==> src/rtl/segx_pkg.sv <==
package segx_pkg;
  localparam int ADDR_W = 32;
  localparam int SEL_W  = 16;
  localparam int LIM_W  = 20;
  localparam int WORD_W = 32;

  typedef enum logic [1:0] {ST_IDLE, ST_LOW, ST_HIGH} fetchSt_t;

  // strobes from control to datapath
  typedef struct packed {
    logic capLoad;  // latch slot number and descriptor address
    logic setNull;  // mark the loaded slot null
    logic takeLow;  // store the low descriptor word
    logic hiWord;   // address the high word
    logic commit;   // write base/limit into the slot cache
  } segStrobe_t;
endpackage

==> src/rtl/segx_ctrl.sv <==
module segx_ctrl
  import segx_pkg::*;
(
  input  logic       clk,
  input  logic       rstN,
  input  logic       ldValid,
  input  logic       ldIsNull,
  input  logic       rdReady,
  output logic       ldReady,
  output logic       rdValid,
  output segStrobe_t stb
);
  fetchSt_t st, stNext;

  always_ff @(posedge clk) begin
    if (!rstN) st <= ST_IDLE;
    else       st <= stNext;
  end

  always_comb begin
    stb    = '0;
    stNext = st;
    unique case (st)
      ST_IDLE: if (ldValid) begin
        if (ldIsNull) stb.setNull = 1'b1;
        else begin
          stb.capLoad = 1'b1;
          stNext      = ST_LOW;
        end
      end
      ST_LOW: if (rdReady) begin
        stb.takeLow = 1'b1;
        stNext      = ST_HIGH;
      end
      ST_HIGH: begin
        stb.hiWord = 1'b1;
        if (rdReady) begin
          stb.commit = 1'b1;
          stNext     = ST_IDLE;
        end
      end
      default: stNext = ST_IDLE;
    endcase
  end

  assign ldReady = (st == ST_IDLE);
  assign rdValid = (st != ST_IDLE);
endmodule

==> src/rtl/segx_dp.sv <==
module segx_dp
  import segx_pkg::*;
#(
  parameter int SEG_N = 6,
  parameter int SIW   = 3
) (
  input  logic              clk,
  input  logic              rstN,
  input  segStrobe_t        stb,
  input  logic              busy,
  input  logic [ADDR_W-1:0] gtBase,
  input  logic [ADDR_W-1:0] ltBase,
  input  logic [SIW-1:0]    ldSeg,
  input  logic [SEL_W-1:0]  ldSel,
  input  logic [WORD_W-1:0] rdData,
  input  logic              xValid,
  input  logic [SIW-1:0]    xSeg,
  input  logic [ADDR_W-1:0] xOffset,
  output logic              ldIsNull,
  output logic [ADDR_W-1:0] rdAddr,
  output logic              xStall,
  output logic              linValid,
  output logic [ADDR_W-1:0] linAddr,
  output logic              faultOut
);
  logic [SIW-1:0]    pendSeg;
  logic [ADDR_W-1:0] descAddr;
  logic [WORD_W-1:0] lowWord;
  logic [ADDR_W-1:0] segBase [SEG_N];
  logic [LIM_W-1:0]  segLim  [SEG_N];
  logic [SEG_N-1:0]  segOk;

  assign ldIsNull = (ldSel[SEL_W-1:3] == '0) && !ldSel[2];
  assign rdAddr   = stb.hiWord ? descAddr + ADDR_W'(4) : descAddr;

  always_ff @(posedge clk) begin
    if (!rstN) begin
      pendSeg  <= '0;
      descAddr <= '0;
      lowWord  <= '0;
    end else begin
      if (stb.capLoad) begin
        pendSeg  <= ldSeg;
        descAddr <= (ldSel[2] ? ltBase : gtBase)
                    + ADDR_W'({ldSel[SEL_W-1:3], 3'b000});
      end
      if (stb.takeLow) lowWord <= rdData;
    end
  end

  // one cache slot per segment register
  for (genvar g = 0; g < SEG_N; g++) begin : gSlot
    always_ff @(posedge clk) begin
      if (!rstN) begin
        segOk[g]   <= 1'b0;
        segBase[g] <= '0;
        segLim[g]  <= '0;
      end else if (stb.setNull && ldSeg == SIW'(g)) begin
        segOk[g] <= 1'b0;
      end else if (stb.commit && pendSeg == SIW'(g)) begin
        segOk[g]   <= 1'b1;
        segBase[g] <= {rdData[31:24], rdData[7:0], lowWord[31:16]};
        segLim[g]  <= {rdData[19:16], lowWord[15:0]};
      end
    end
  end

  logic              accept, hitOk;
  logic [ADDR_W-1:0] selBase;
  logic [LIM_W-1:0]  selLim;
  logic              selOk;

  assign xStall = xValid && busy && (xSeg == pendSeg);
  assign accept = xValid && !xStall;

  always_comb begin
    selBase = '0;
    selLim  = '0;
    selOk   = 1'b0;
    for (int i = 0; i < SEG_N; i++) begin
      if (xSeg == SIW'(i)) begin
        selBase = segBase[i];
        selLim  = segLim[i];
        selOk   = segOk[i];
      end
    end
  end

  assign hitOk = selOk && (xOffset <= ADDR_W'(selLim));

  always_ff @(posedge clk) begin
    if (!rstN) begin
      linValid <= 1'b0;
      faultOut <= 1'b0;
      linAddr  <= '0;
    end else begin
      linValid <= accept && hitOk;
      faultOut <= accept && !hitOk;
      linAddr  <= (accept && hitOk) ? selBase + xOffset : '0;
    end
  end
endmodule

==> src/rtl/seg_xlate_unit.sv <==
module seg_xlate_unit
  import segx_pkg::*;
#(
  parameter int SEG_N = 6,
  localparam int SIW  = (SEG_N > 1) ? $clog2(SEG_N) : 1
) (
  input  logic              clk,
  input  logic              rstN,
  input  logic [ADDR_W-1:0] gtBase,
  input  logic [ADDR_W-1:0] ltBase,
  input  logic              ldValid,
  input  logic [SIW-1:0]    ldSeg,
  input  logic [SEL_W-1:0]  ldSel,
  output logic              ldReady,
  output logic              rdValid,
  output logic [ADDR_W-1:0] rdAddr,
  input  logic              rdReady,
  input  logic [WORD_W-1:0] rdData,
  input  logic              xValid,
  input  logic [SIW-1:0]    xSeg,
  input  logic [ADDR_W-1:0] xOffset,
  output logic              xStall,
  output logic              linValid,
  output logic [ADDR_W-1:0] linAddr,
  output logic              faultOut
);
  segStrobe_t stb;
  logic       ldIsNull;

  segx_ctrl uCtrl (
    .clk(clk), .rstN(rstN), .ldValid(ldValid), .ldIsNull(ldIsNull),
    .rdReady(rdReady), .ldReady(ldReady), .rdValid(rdValid), .stb(stb)
  );

  segx_dp #(.SEG_N(SEG_N), .SIW(SIW)) uDp (
    .clk(clk), .rstN(rstN), .stb(stb), .busy(rdValid),
    .gtBase(gtBase), .ltBase(ltBase), .ldSeg(ldSeg), .ldSel(ldSel),
    .rdData(rdData), .xValid(xValid), .xSeg(xSeg), .xOffset(xOffset),
    .ldIsNull(ldIsNull), .rdAddr(rdAddr), .xStall(xStall),
    .linValid(linValid), .linAddr(linAddr), .faultOut(faultOut)
  );
endmodule

==> config.mk <==
export PLATFORM = sky130hd
export DESIGN_NAME = seg_xlate_unit
export DESIGN_NICKNAME = d
export VERILOG_FILES = /design/src/rtl/segx_pkg.sv /design/src/rtl/segx_ctrl.sv /design/src/rtl/segx_dp.sv /design/src/rtl/seg_xlate_unit.sv
export SDC_FILE = /design/constraint.sdc
export NUM_CORES = 1
export LEC_CHECK = 0
export ABC_AREA = 1
export BUFFER_PORTS_ARGS = -buffer_cell sky130_fd_sc_hd__buf_2
export CORE_UTILIZATION = 30
export CTS_CLUSTER_SIZE = 30
export DETAILED_ROUTE_END_ITERATION = 10
export GPL_TIMING_DRIVEN = 0
export PLACE_DENSITY = 0.44
export SYNTH_ARGS = -nofsm -noshare
export SYNTH_HDL_FRONTEND = slang
export SYNTH_SLANG_ARGS = --single-unit
==> constraint.sdc <==
create_clock -name clk -period 4.1 [get_ports clk]
set_input_delay 0.41 -clock clk [delete_from_list [all_inputs] [get_ports clk]]
set_output_delay 0.41 -clock clk [all_outputs]
set_load 0.005 [all_outputs]
==> flow_metrics.env, run 1 <==
export IMPL_status="finished clean"
export IMPL_crit_path_cell_trace="buf_2 > inv_2 > nand3_1 > clkinv_1 > clkbuf_1 > nand2_1 > nand4_1 > a221oi_1 > ha_1 > nand2_1 > nor2_1 > nand2_1 > nor2_1 > nand4_1 > nand2_2 > nand3_4 > buf_2 > a21oi_1"
export IMPL_antenna_found_initial=6
export IMPL_antenna_left=0
export IMPL_clock_fmax_ghz=0.258
export IMPL_n_fill_cell=7306
export IMPL_first_global_vias=18181
export IMPL_synth_nets=2677
export IMPL_fin_skew_ps=22.5
export IMPL_grtUsageMet1_pct=27.5
export IMPL_worst_pin_slew_ps=1430
export IMPL_synth_top_area_share_pct=43.9
export IMPL_combPwrFrac_pct=13.8
export IMPL_internal_power_mw=7.77
export IMPL_post_place_ws_ps=-983
export IMPL_setup_ws_ps=229
export IMPL_htree_levels=2
export IMPL_rsz0062_at_grt="no"
export IMPL_crit_arrival_ps=4380
export IMPL_crit_fanout=10
export IMPL_cts_tree="yes"
export IMPL_drv_cap=0
export IMPL_yosysWarnings=0
export IMPL_p_clk_share_pct=41.5
export IMPL_fin_crit_ps=3870
export IMPL_gr_usage_all_layers_pct=21.9
export IMPL_grt_max_degree=39
export IMPL_drc=0
export IMPL_rows=97
export IMPL_seq_area_frac_synth_pct=54.1
export IMPL_via_count=18135
export IMPL_path_clk_slew_ps=60
export IMPL_critPathBufInv=5
export IMPL_coreArea_mm2=0.0703
export IMPL_cp_slowest_cell="a221oi_1"
export IMPL_dp_cells=3620
export IMPL_crit_required_ps=4610
export IMPL_wl_per_cell_um=21.3
export IMPL_seqPwrFrac_pct=44.8
export IMPL_seq_area_mm2=0.0116
export IMPL_path_common_cell="nand2_1"
export IMPL_finalSetupViolCount=0
export IMPL_io_pins=224
export IMPL_multi_input_area_mm2=0.00844
export IMPL_met2_usage_pct=38.7
export IMPL_swShare_pct=27.5
export IMPL_synth_top_cells_by_count="nand2_1, nor2_1, edfxtp_1"
export IMPL_crit_family="simple AND/OR/NAND/NOR gates"
export IMPL_netlist_instances=2455
export IMPL_start_util_pct=30.4
export IMPL_start_kind="primary input"
export IMPL_grt_pass1_wl_mm=115
export IMPL_syn_cell_area_mm2=0.0214
export IMPL_min_path_type="in -> reg"
export IMPL_stdcell_area_mm2=0.0254
export IMPL_synth_top_flop_cell="edfxtp_1"
export IMPL_maxSlewHeadroom_pct=4.08
export IMPL_dp_hpwl_mm=57.3
export IMPL_nets=2953
export IMPL_clock_tree_root_cell="clkbuf_16"
export IMPL_switching_power_mw=2.94
export IMPL_peakVddDrop_mv=0.293
export IMPL_vias_per_cell=4.88
export IMPL_drive_gt1_share_pct=12.9
export IMPL_yosys_area_top_type="edfxtp_1"
export IMPL_async_flop_share_pct=0
export IMPL_die_height_um=269
export IMPL_end_kind="register"
export IMPL_power_density_mw_per_mm2=421
export IMPL_final_setup_tns_ps=0
export IMPL_cts_max_path_buffers=3
export IMPL_cts_num_sinks=421
export IMPL_numCtsBuffers=49
export IMPL_min_period_over_period_pct=94.4
export IMPL_yosys_cell_types_count=54
export IMPL_drt_pass1_iter_count=5
export IMPL_top_usage_layer="met2"
export IMPL_synth_area_top_cells="edfxtp_1, dfxtp_1, nand2_1, nor2_1, inv_1"
export IMPL_fp_dieW_um=269
export IMPL_grt_util_met3_pct=3.78
export IMPL_wl_mm=79.1
export IMPL_dr_first_iter_drc_count=1308
export IMPL_syn2layout_area_growth_pct=19.2
export IMPL_critPathKind="in -> reg"
export IMPL_synth_most_common_cell="nand2_1"
export IMPL_grt_overflow_total=0
export IMPL_finalNonFillerCells=3716
export IMPL_io_buffers=219
export IMPL_gp_congestion=0.868
export IMPL_cpPeakStageDelay_ps=650
export IMPL_report_final_slew_viol_count=0
export IMPL_ys_ff_latch=421
export IMPL_synth_edff_count=312
export IMPL_leakagePower_nw=10.7
export IMPL_syn_area_per_cell_um2=8.70
export IMPL_clk_latency_ps=610
export IMPL_hold_viol=0
export IMPL_dieArea_mm2=0.0722
export IMPL_post_dp_cell_area_mm2=0.0238
-- per-layer routing --
metal	up-vias	share of wire (%)
li1	8805	-
met1	8703	43
met2	524	49
met3	97	5.7
met4	6	2.2
met5	-	0.059
-- power groups by stage --
| stage | logic, mW | clock network, mW | registers, mW |
|---|---|---|---|
| floorplan | 0.872 | 0 | 4.87 |
| global placement | 1.44 | 0 | 4.89 |
| detailed placement | 1.47 | 0 | 4.89 |
| CTS | 1.48 | 4.54 | 4.80 |
| global route | 1.64 | 4.68 | 4.82 |
| finish | 1.47 | 4.44 | 4.80 |
-- layout make-up --
| type | instances | share of cell area [%] |
|---|---|---|
| multi-input combinational | 1671 | 33.2 |
| clock inverter | 23 | 0.979 |
| inverter | 262 | 3.87 |
| buffer | 101 | 1.66 |
| tap | 940 | 4.62 |
| clock buffer | 69 | 5.39 |
| timing repair buffer | 225 | 4.87 |
| antenna | 4 | 0.0393 |
| sequential | 421 | 45.4 |
-- placed cells by master, fill, tap and decap left out, types with 21 or more instances in the layout --
master,synthesis,layout
nand2_1,506,503
clkbuf_1,88,92
nor3_1,30,30
dfxtp_1,109,109
nand4_1,55,55
ha_1,65,65
o21ai_0,99,99
nor2_1,444,444
a32oi_1,21,21
a21oi_1,146,146
inv_1,254,254
clkbuf_16,0,49
edfxtp_1,312,312
xor2_1,37,37
nand3_1,126,126
buf_2,4,223
-- logic make-up after synthesis --
family / Yosys count / share of synthesized area (%)
compound gates: 348 / 9.72
xor+xnor: 55 / 2.26
fa+ha+maj: 67 / 4.00
buf+inv: 363 / 6.53
flops: 421 / 54.1
mux: 1 / 0.0469
simple gates: 1200 / 23.4
-- worst register-to-register path: stages, from the launching register on --
cell	delay, ps
edfxtp_1	360
nand3_1	80
nand4_1	120
a221oi_1	650
ha_1	220
nand2_1	70
nor2_1	100
nand2_1	60
nor2_1	340
nand4_1	310
nand2_2	330
nand3_4	170
buf_2	290
a21oi_1	170
-- final timing paths --
check | startpoint | end | slack [ps] | cells after the start
worst max-delay path | xSeg[2] | uDp.linAddr[23] | 230 | 18
worst min-delay path | rdData[11] | uDp.lowWord[11] | 80 | 3
worst max register to register | uDp.segLim[0][18] | uDp.linAddr[23] | 740 | 13
worst min register to register | uDp.segOk[1] | uDp.segOk[1] | 460 | 2
-- what timing repair did --
action,CTS,global route
endpoints found under the setup margin,27,20
cloned,0,0
endpoints found under the hold margin,0,0
gates resized for setup,8,14
hold buffers,0,0
buffers inserted,0,0
-- stage by stage --
stage | hold WS [ps] | power [mW] | utilization [%]
floorplan | 425 | 5.74 | -
global placement | 443 | 6.34 | 33.6
detailed placement | 450 | 6.36 | 33.9
CTS | 40.9 | 10.8 | 36.2
global route | 59.9 | 11.1 | 36.2
finish | 78.7 | 10.7 | 36.2
-- sequential cells by signal, summed over array words and instances (netlist names) --
name	flops
uDp.descAddr	32
uDp.segLim	120
uDp.pendSeg	3
uDp.faultOut	1
uDp.segBase	192
uDp.linAddr	32
uCtrl.st	2
uDp.lowWord	32
uDp.linValid	1
uDp.segOk	6
Note: power is estimated with default switching activity, not from simulation.
==> run 2: changes to the inputs <==
- ABC_AREA: 1 -> 0
==> flow_metrics.env, run 2 <==
export IMPL_stdcell_area_mm2=0.0255
export IMPL_critPathBufInv=5
export IMPL_synth_most_common_cell="and2_1"
export IMPL_report_final_slew_viol_count=0
export IMPL_synth_top_flop_cell="edfxtp_1"
export IMPL_drt_pass1_iter_count=5
export IMPL_first_global_vias=15296
export IMPL_seq_area_frac_synth_pct=54.0
export IMPL_via_count=15456
export IMPL_wl_mm=70.1
export IMPL_wl_per_cell_um=22.3
export IMPL_drc=0
export IMPL_worst_hold_slack_ps=60.9
export IMPL_die_height_um=269
export IMPL_synthAdderAreaFrac_pct=3.99
export IMPL_largest_register_ffs=192
export IMPL_cts_max_path_buffers=3
export IMPL_nets=2386
export IMPL_synth_simple_area_share_pct=18.8
export IMPL_crit_arrival_ps=4470
export IMPL_cts_num_sinks=421
export IMPL_fin_crit_ps=4010
export IMPL_io_buffers=219
export IMPL_io_pins=224
export IMPL_setup_ws_ps=94.8
export IMPL_grt_pass1_wl_mm=101
export IMPL_htree_levels=2
export IMPL_crit_required_ps=4570
export IMPL_crit_path_cell_trace="buf_2 > buf_4 > buf_6 > clkbuf_4 > buf_4 > mux2i_1 > o21ai_0 > ha_1 > nand2_1 > nor2_1 > nand2_1 > or4_1 > a21oi_1 > o21ai_1 > xnor2_1 > nor2_1"
export IMPL_post_place_ws_ps=-2060
export IMPL_async_flop_share_pct=0
export IMPL_dr_first_iter_drc_count=1031
export IMPL_drive_gt1_share_pct=19.4
export IMPL_drv_cap=0
export IMPL_numCtsBuffers=49
export IMPL_fin_skew_ps=23.1
export IMPL_grt_max_degree=47
export IMPL_crit_fanout=10
export IMPL_dp_cells=3053
export IMPL_clock_tree_root_cell="clkbuf_16"
export IMPL_ys_ff_latch=421
export IMPL_status="finished clean"
export IMPL_clk_latency_ps=590
export IMPL_finalSetupViolCount=0
export IMPL_maxSlewHeadroom_pct=22.0
export IMPL_cpPeakStageDelay_ps=660
export IMPL_rows=97
export IMPL_dieArea_mm2=0.0723
export IMPL_cts_tree="yes"
export IMPL_final_cell_mix="and2_1, edfxtp_1, buf_2, nand2_1, nor2_1"
export IMPL_synthMuxAreaShare_pct=8.73
export IMPL_syn2layout_area_growth_pct=19.4
export IMPL_largest_register="uDp.segBase"
export IMPL_gp_congestion=0.847
export IMPL_netlist_instances=1888
export IMPL_synth_nets=2110
export IMPL_crit_family="buffers and inverters"
export IMPL_synth_top_family_by_area="simple AND/OR/NAND/NOR gates"
export IMPL_antenna_left=0
export IMPL_synth_top_cells_by_count="and2_1, edfxtp_1, nand2_1"
export IMPL_hold_viol=0
export IMPL_post_dp_cell_area_mm2=0.0239
export IMPL_start_kind="primary input"
export IMPL_synth_top_area_share_pct=43.8
export IMPL_min_period_over_period_pct=97.7
export IMPL_syn_area_per_cell_um2=11.3
export IMPL_critPathKind="in -> reg"
export IMPL_synth_compound_area_share_pct=8.85
export IMPL_grt_overflow_total=0
export IMPL_synthXorXnorAreaFrac_pct=3.07
export IMPL_yosys_cell_types_count=72
export IMPL_path_clk_slew_ps=60
export IMPL_end_kind="register"
export IMPL_start_util_pct=30.4
export IMPL_synth_area_top_cells="edfxtp_1, dfxtp_1, and2_1, mux4_2, ha_1"
export IMPL_coreArea_mm2=0.0703
export IMPL_finalNonFillerCells=3145
export IMPL_yosys_area_top_type="edfxtp_1"
export IMPL_antenna_found_initial=4
export IMPL_dp_hpwl_mm=49.7
export IMPL_final_common_cell="and2_1"
export IMPL_synth_edff_count=312
export IMPL_clock_fmax_ghz=0.250
export IMPL_largestRegisters="uDp.segBase: 192 flops, uDp.segLim: 120 flops"
export IMPL_peakVddDrop_mv=0.286
export IMPL_worst_pin_slew_ps=1160
export IMPL_syn_cell_area_mm2=0.0214
export IMPL_leakagePower_nw=9.89
export IMPL_yosysWarnings=0
export IMPL_vias_per_cell=4.91
export IMPL_min_path_type="in -> reg"
export IMPL_gr_usage_all_layers_pct=19.3
export IMPL_power_density_mw_per_mm2=408
export IMPL_fp_dieW_um=269
export IMPL_cp_slowest_cell="o21ai_0"
==> run 2: cell count changes after synthesis, moves of 31 or more <==
cell     previous run  this run
nand4_1            55        24
and2_1              1       314
a21oi_1           146       115
nand2_1           506       181
nor2_1            444       121
o21ai_0            99        66
inv_1             254        30
mux4_2              0        44
xnor2_1            18        50
mux2i_1             1        57
nand3_1           126        43
==> run 2: area by class of cell <==
| type | instances | area [um^2] |
|---|---|---|
| fillers | 7031 | 44700 |
| flip-flops and latches | 421 | 11600 |
| multi-input cells | 1335 | 9370 |
| clock buffers | 77 | 1420 |
| repair buffers | 227 | 1270 |
| well taps | 940 | 1180 |
| plain buffers | 98 | 483 |
| clock inverters | 14 | 125 |
| inverters | 32 | 124 |
| diodes | 1 | 2.50 |
==> run 2: worst register-to-register path, stage by stage (launching register included) <==
cell,delay [ps]
edfxtp_1,360
mux2_2,270
a22o_1,190
a221oi_2,350
ha_1,320
and3_1,180
a221oi_2,260
nor2b_1,90
a2111oi_2,420
a21oi_1,180
a2111oi_4,360
nand2_2,180
buf_4,230
nor2_1,220
==> run 2: cell families after synthesis <==
| kind of cell | Yosys count |
|---|---|
| muxes | 128 |
| and+or+nand+nor | 763 |
| xor gates and xnor gates | 75 |
| DFF | 421 |
| AOI/OAI and AO/OA | 302 |
| adders and majority gates | 67 |
| buffers and inverters | 132 |
==> run 2: what timing repair did <==
action | 4_1_cts | 5_1_grt
gates resized for setup | 53 | 16
pin swaps | 0 | 1
buffers inserted | 0 | 2
hold buffers | 0 | 0
cloned | 0 | 0
setup endpoints to repair | 40 | 19
==> run 2: path summary, 6_finish.rpt <==
path	startpoint	endpoint	slack, ps	cells after the start
worst min register to register	uDp.segOk[1]	uDp.segOk[1]	450	2
worst max register to register	uDp.segLim[0][32]	uDp.linAddr[2]	370	13
worst min-delay path	rdData[21]	uDp.lowWord[21]	60	3
worst max-delay path	xSeg[0]	uDp.linAddr[31]	90	16
==> run 2: report_power, final <==
| group | switching [mW] | total, mW | internal (mW) |
|---|---|---|---|
| sequential | 0.0832 | 4.80 | 4.72 |
| combinational | 0.817 | 1.34 | 0.518 |
| clock | 1.77 | 4.27 | 2.50 |
==> run 2: metal layers <==
metal	wire length, um	share of wire, %	global-route usage (%)
met3	3690	5.3	2.93
met5	39	0.056	0
met2	33300	48	32.2
met4	1490	2.1	5.42
met1	31600	45	26.0
==> run 2: through the flow <==
step / power [mW] / setup TNS (ps) / util, %
3_3_place_gp: 6.20 / -170920 / 33.7
5_1_grt: 10.8 / -20.5 / 36.3
2_1_floorplan: 5.68 / 0 / -
3_5_place_dp: 6.22 / -73280 / 33.9
4_1_cts: 10.5 / 0 / 36.3
6_report: 10.4 / 0 / 36.3
==> run 3: changes to the inputs <==
==> constraint.sdc (replaced) <==
create_clock -name clk -period 4.1 [get_ports clk]
set_input_delay 0.615 -clock clk [delete_from_list [all_inputs] [get_ports clk]]
set_output_delay 0.615 -clock clk [all_outputs]
set_load 0.005 [all_outputs]
==> flow_metrics.env, run 3 (synthesized netlist as in run 2, its figures left out) <==
export IMPL_status="finished clean"
export IMPL_setup_ws_ps=85.4
export IMPL_setup_worst_path_start="xSeg[0]"
export IMPL_path_clk_slew_ps=60
export IMPL_met2_usage_pct=32.6
export IMPL_crit_family="compound AO/OA/AOI/OAI gates"
export IMPL_antenna_found_initial=4
export IMPL_peakVddDrop_mv=0.262
export IMPL_grtUsageMet1_pct=26.0
export IMPL_cp_endpoint="uDp.linAddr[21]"
export IMPL_grt_overflow_total=0
export IMPL_cpPeakStageDelay_ps=560
export IMPL_final_setup_tns_ps=0
export IMPL_cts_num_sinks=421
export IMPL_r2r_slack_ps=350
export IMPL_power_density_mw_per_mm2=403
export IMPL_nets=2383
export IMPL_coreArea_mm2=0.0703
export IMPL_hold_viol=0
export IMPL_drive_gt1_share_pct=20.0
export IMPL_grt_util_met3_pct=2.79
export IMPL_timing_rr_end="uDp.linAddr[21]"
export IMPL_cts_setup_buffers=0
export IMPL_crit_required_ps=4600
export IMPL_reg2reg_depth=13
export IMPL_critPathBufInv=4
export IMPL_top_usage_layer="met2"
export IMPL_first_global_vias=15341
export IMPL_cts_max_path_buffers=3
export IMPL_die_height_um=269
export IMPL_path_common_cell="a21oi_1"
export IMPL_seqPwrFrac_pct=46.7
export IMPL_wl_mm=70.0
export IMPL_fin_util_pct=36.3
export IMPL_r2r_start="uDp.segLim[0][32]"
export IMPL_start_util_pct=30.4
export IMPL_p_clk_share_pct=40.3
export IMPL_start_kind="primary input"
export IMPL_combPwrFrac_pct=13.0
export IMPL_dp_hpwl_mm=49.9
export IMPL_fin_skew_ps=16.5
export IMPL_drc=0
export IMPL_gr_usage_all_layers_pct=19.3
export IMPL_switching_power_mw=2.71
export IMPL_fp_dieW_um=269
export IMPL_io_buffers=219
export IMPL_clock_fmax_ghz=0.249
export IMPL_post_place_ws_ps=-1900
export IMPL_numCtsBuffers=49
export IMPL_leakagePower_nw=9.88
export IMPL_crit_arrival_ps=4520
export IMPL_worst_hold_slack_ps=262
export IMPL_wl_per_cell_um=22.3
export IMPL_htree_levels=2
export IMPL_cp_slowest_cell="mux4_2"
export IMPL_swShare_pct=26.3
export IMPL_antenna_left=0
export IMPL_n_fill_cell=7005
export IMPL_grt_pass1_wl_mm=101
export IMPL_dieArea_mm2=0.0723
export IMPL_clock_tree_root_cell="clkbuf_16"
export IMPL_power_mw=10.3
export IMPL_largestRegisters="uDp.segBase: 192 flops, uDp.segLim: 120 flops"
export IMPL_critPathKind="in -> reg"
export IMPL_via_count=15420
export IMPL_finalSetupViolCount=0
export IMPL_min_period_over_period_pct=97.9
export IMPL_grt_max_degree=42
export IMPL_largest_register_ffs=192
export IMPL_io_pins=224
export IMPL_crit_fanout=10
export IMPL_rows=97
export IMPL_clk_latency_ps=590
export IMPL_gp_congestion=0.847
export IMPL_syn2layout_area_growth_pct=19.3
export IMPL_final_cell_mix="and2_1, edfxtp_1, buf_2, nand2_1, nor2_1"
export IMPL_internal_power_mw=7.58
export IMPL_dr_first_iter_drc_count=1047
export IMPL_rsz0062_at_grt="yes"
export IMPL_crit_path_cell_trace="buf_2 > buf_6 > buf_6 > mux4_2 > a21oi_1 > ha_1 > a21oi_1 > o21ai_0 > a2111oi_2 > a21oi_1 > a2111oi_4 > nand2_2 > buf_4 > nor3_2"
export IMPL_report_final_slew_viol_count=0
export IMPL_end_kind="register"
export IMPL_vias_per_cell=4.91
export IMPL_fin_crit_ps=4010
export IMPL_largest_register="uDp.segBase"
export IMPL_final_common_cell="and2_1"
export IMPL_worst_pin_slew_ps=1270
export IMPL_min_path_type="in -> reg"
export IMPL_cp_num_cells=14
export IMPL_cts_tree="yes"
export IMPL_drv_cap=0
export IMPL_drt_pass1_iter_count=5
export IMPL_maxSlewHeadroom_pct=15.6
-- run 3: changes by cell type in the layout (fill, tap and decap cells not counted), moves of 4 or more --
cell      delta
buf_6        +4
clkbuf_1    -11
clkinv_1     +4
o21ai_0      -4
clkinv_2     +7
buf_4        -4
o21ai_1      +4
-- run 3: metal layers --
metal | vias to the layer above | wire, um
li1 | 7362 | -
met4 | 4 | 1280
met2 | 401 | 33400
met3 | 75 | 3500
met1 | 7578 | 31800
met5 | - | 23
-- run 3: metrics by stage --
stage / instances / cell area [um^2]
CTS: 3142 / 25500
global placement: 3047 / 23700
detailed placement: 3053 / 23900
floorplan: 1888 / 21400
global route: 3141 / 25500
finish: 3142 / 25500
-- run 3: timing repair --
| action | CTS | global route |
|---|---|---|
| endpoints found under the setup margin | 48 | 35 |
| resized for setup | 48 | 18 |
| hold buffers | 0 | 0 |
-- run 3: power by group through the flow --
stage | Sequential (mW) | Clock (mW) | Combinational, mW
global route | 4.82 | 4.40 | 1.47
detailed placement | 4.89 | 0 | 1.33
finish | 4.80 | 4.14 | 1.34
floorplan | 4.87 | 0 | 0.812
global placement | 4.90 | 0 | 1.30
CTS | 4.80 | 4.25 | 1.35
-- run 3: worst min-delay path: stages --
cell and delay [ps]:
buf_2 90, nand2_1 40, a21oi_1 50
-- run 3: worst min-delay path by stage --
stage,cells past startpoint,end,startpoint,slack [ps]
finish,3,uDp.lowWord[8],rdData[8],260
floorplan,2,uDp.segOk[1],uDp.segOk[1],420
global route,3,uDp.lowWord[20],rdData[20],250
detailed placement,2,uDp.segOk[4],uDp.segOk[4],440
global placement,2,uDp.segOk[5],uDp.segOk[5],440
CTS,3,uDp.lowWord[20],rdData[20],230
-- run 3: cell type report --
cell class	count	area, um^2	area share [%]
Sequential cell	421	11600	45.3
Multi-Input combinational cell	1335	9400	36.9
Clock buffer	68	1380	5.40
Timing Repair Buffer	225	1250	4.92
Tap cell	940	1180	4.61
Buffer	97	497	1.95
Inverter	32	121	0.476
Clock inverter	23	118	0.461
Antenna cell	1	2.50	0.00981
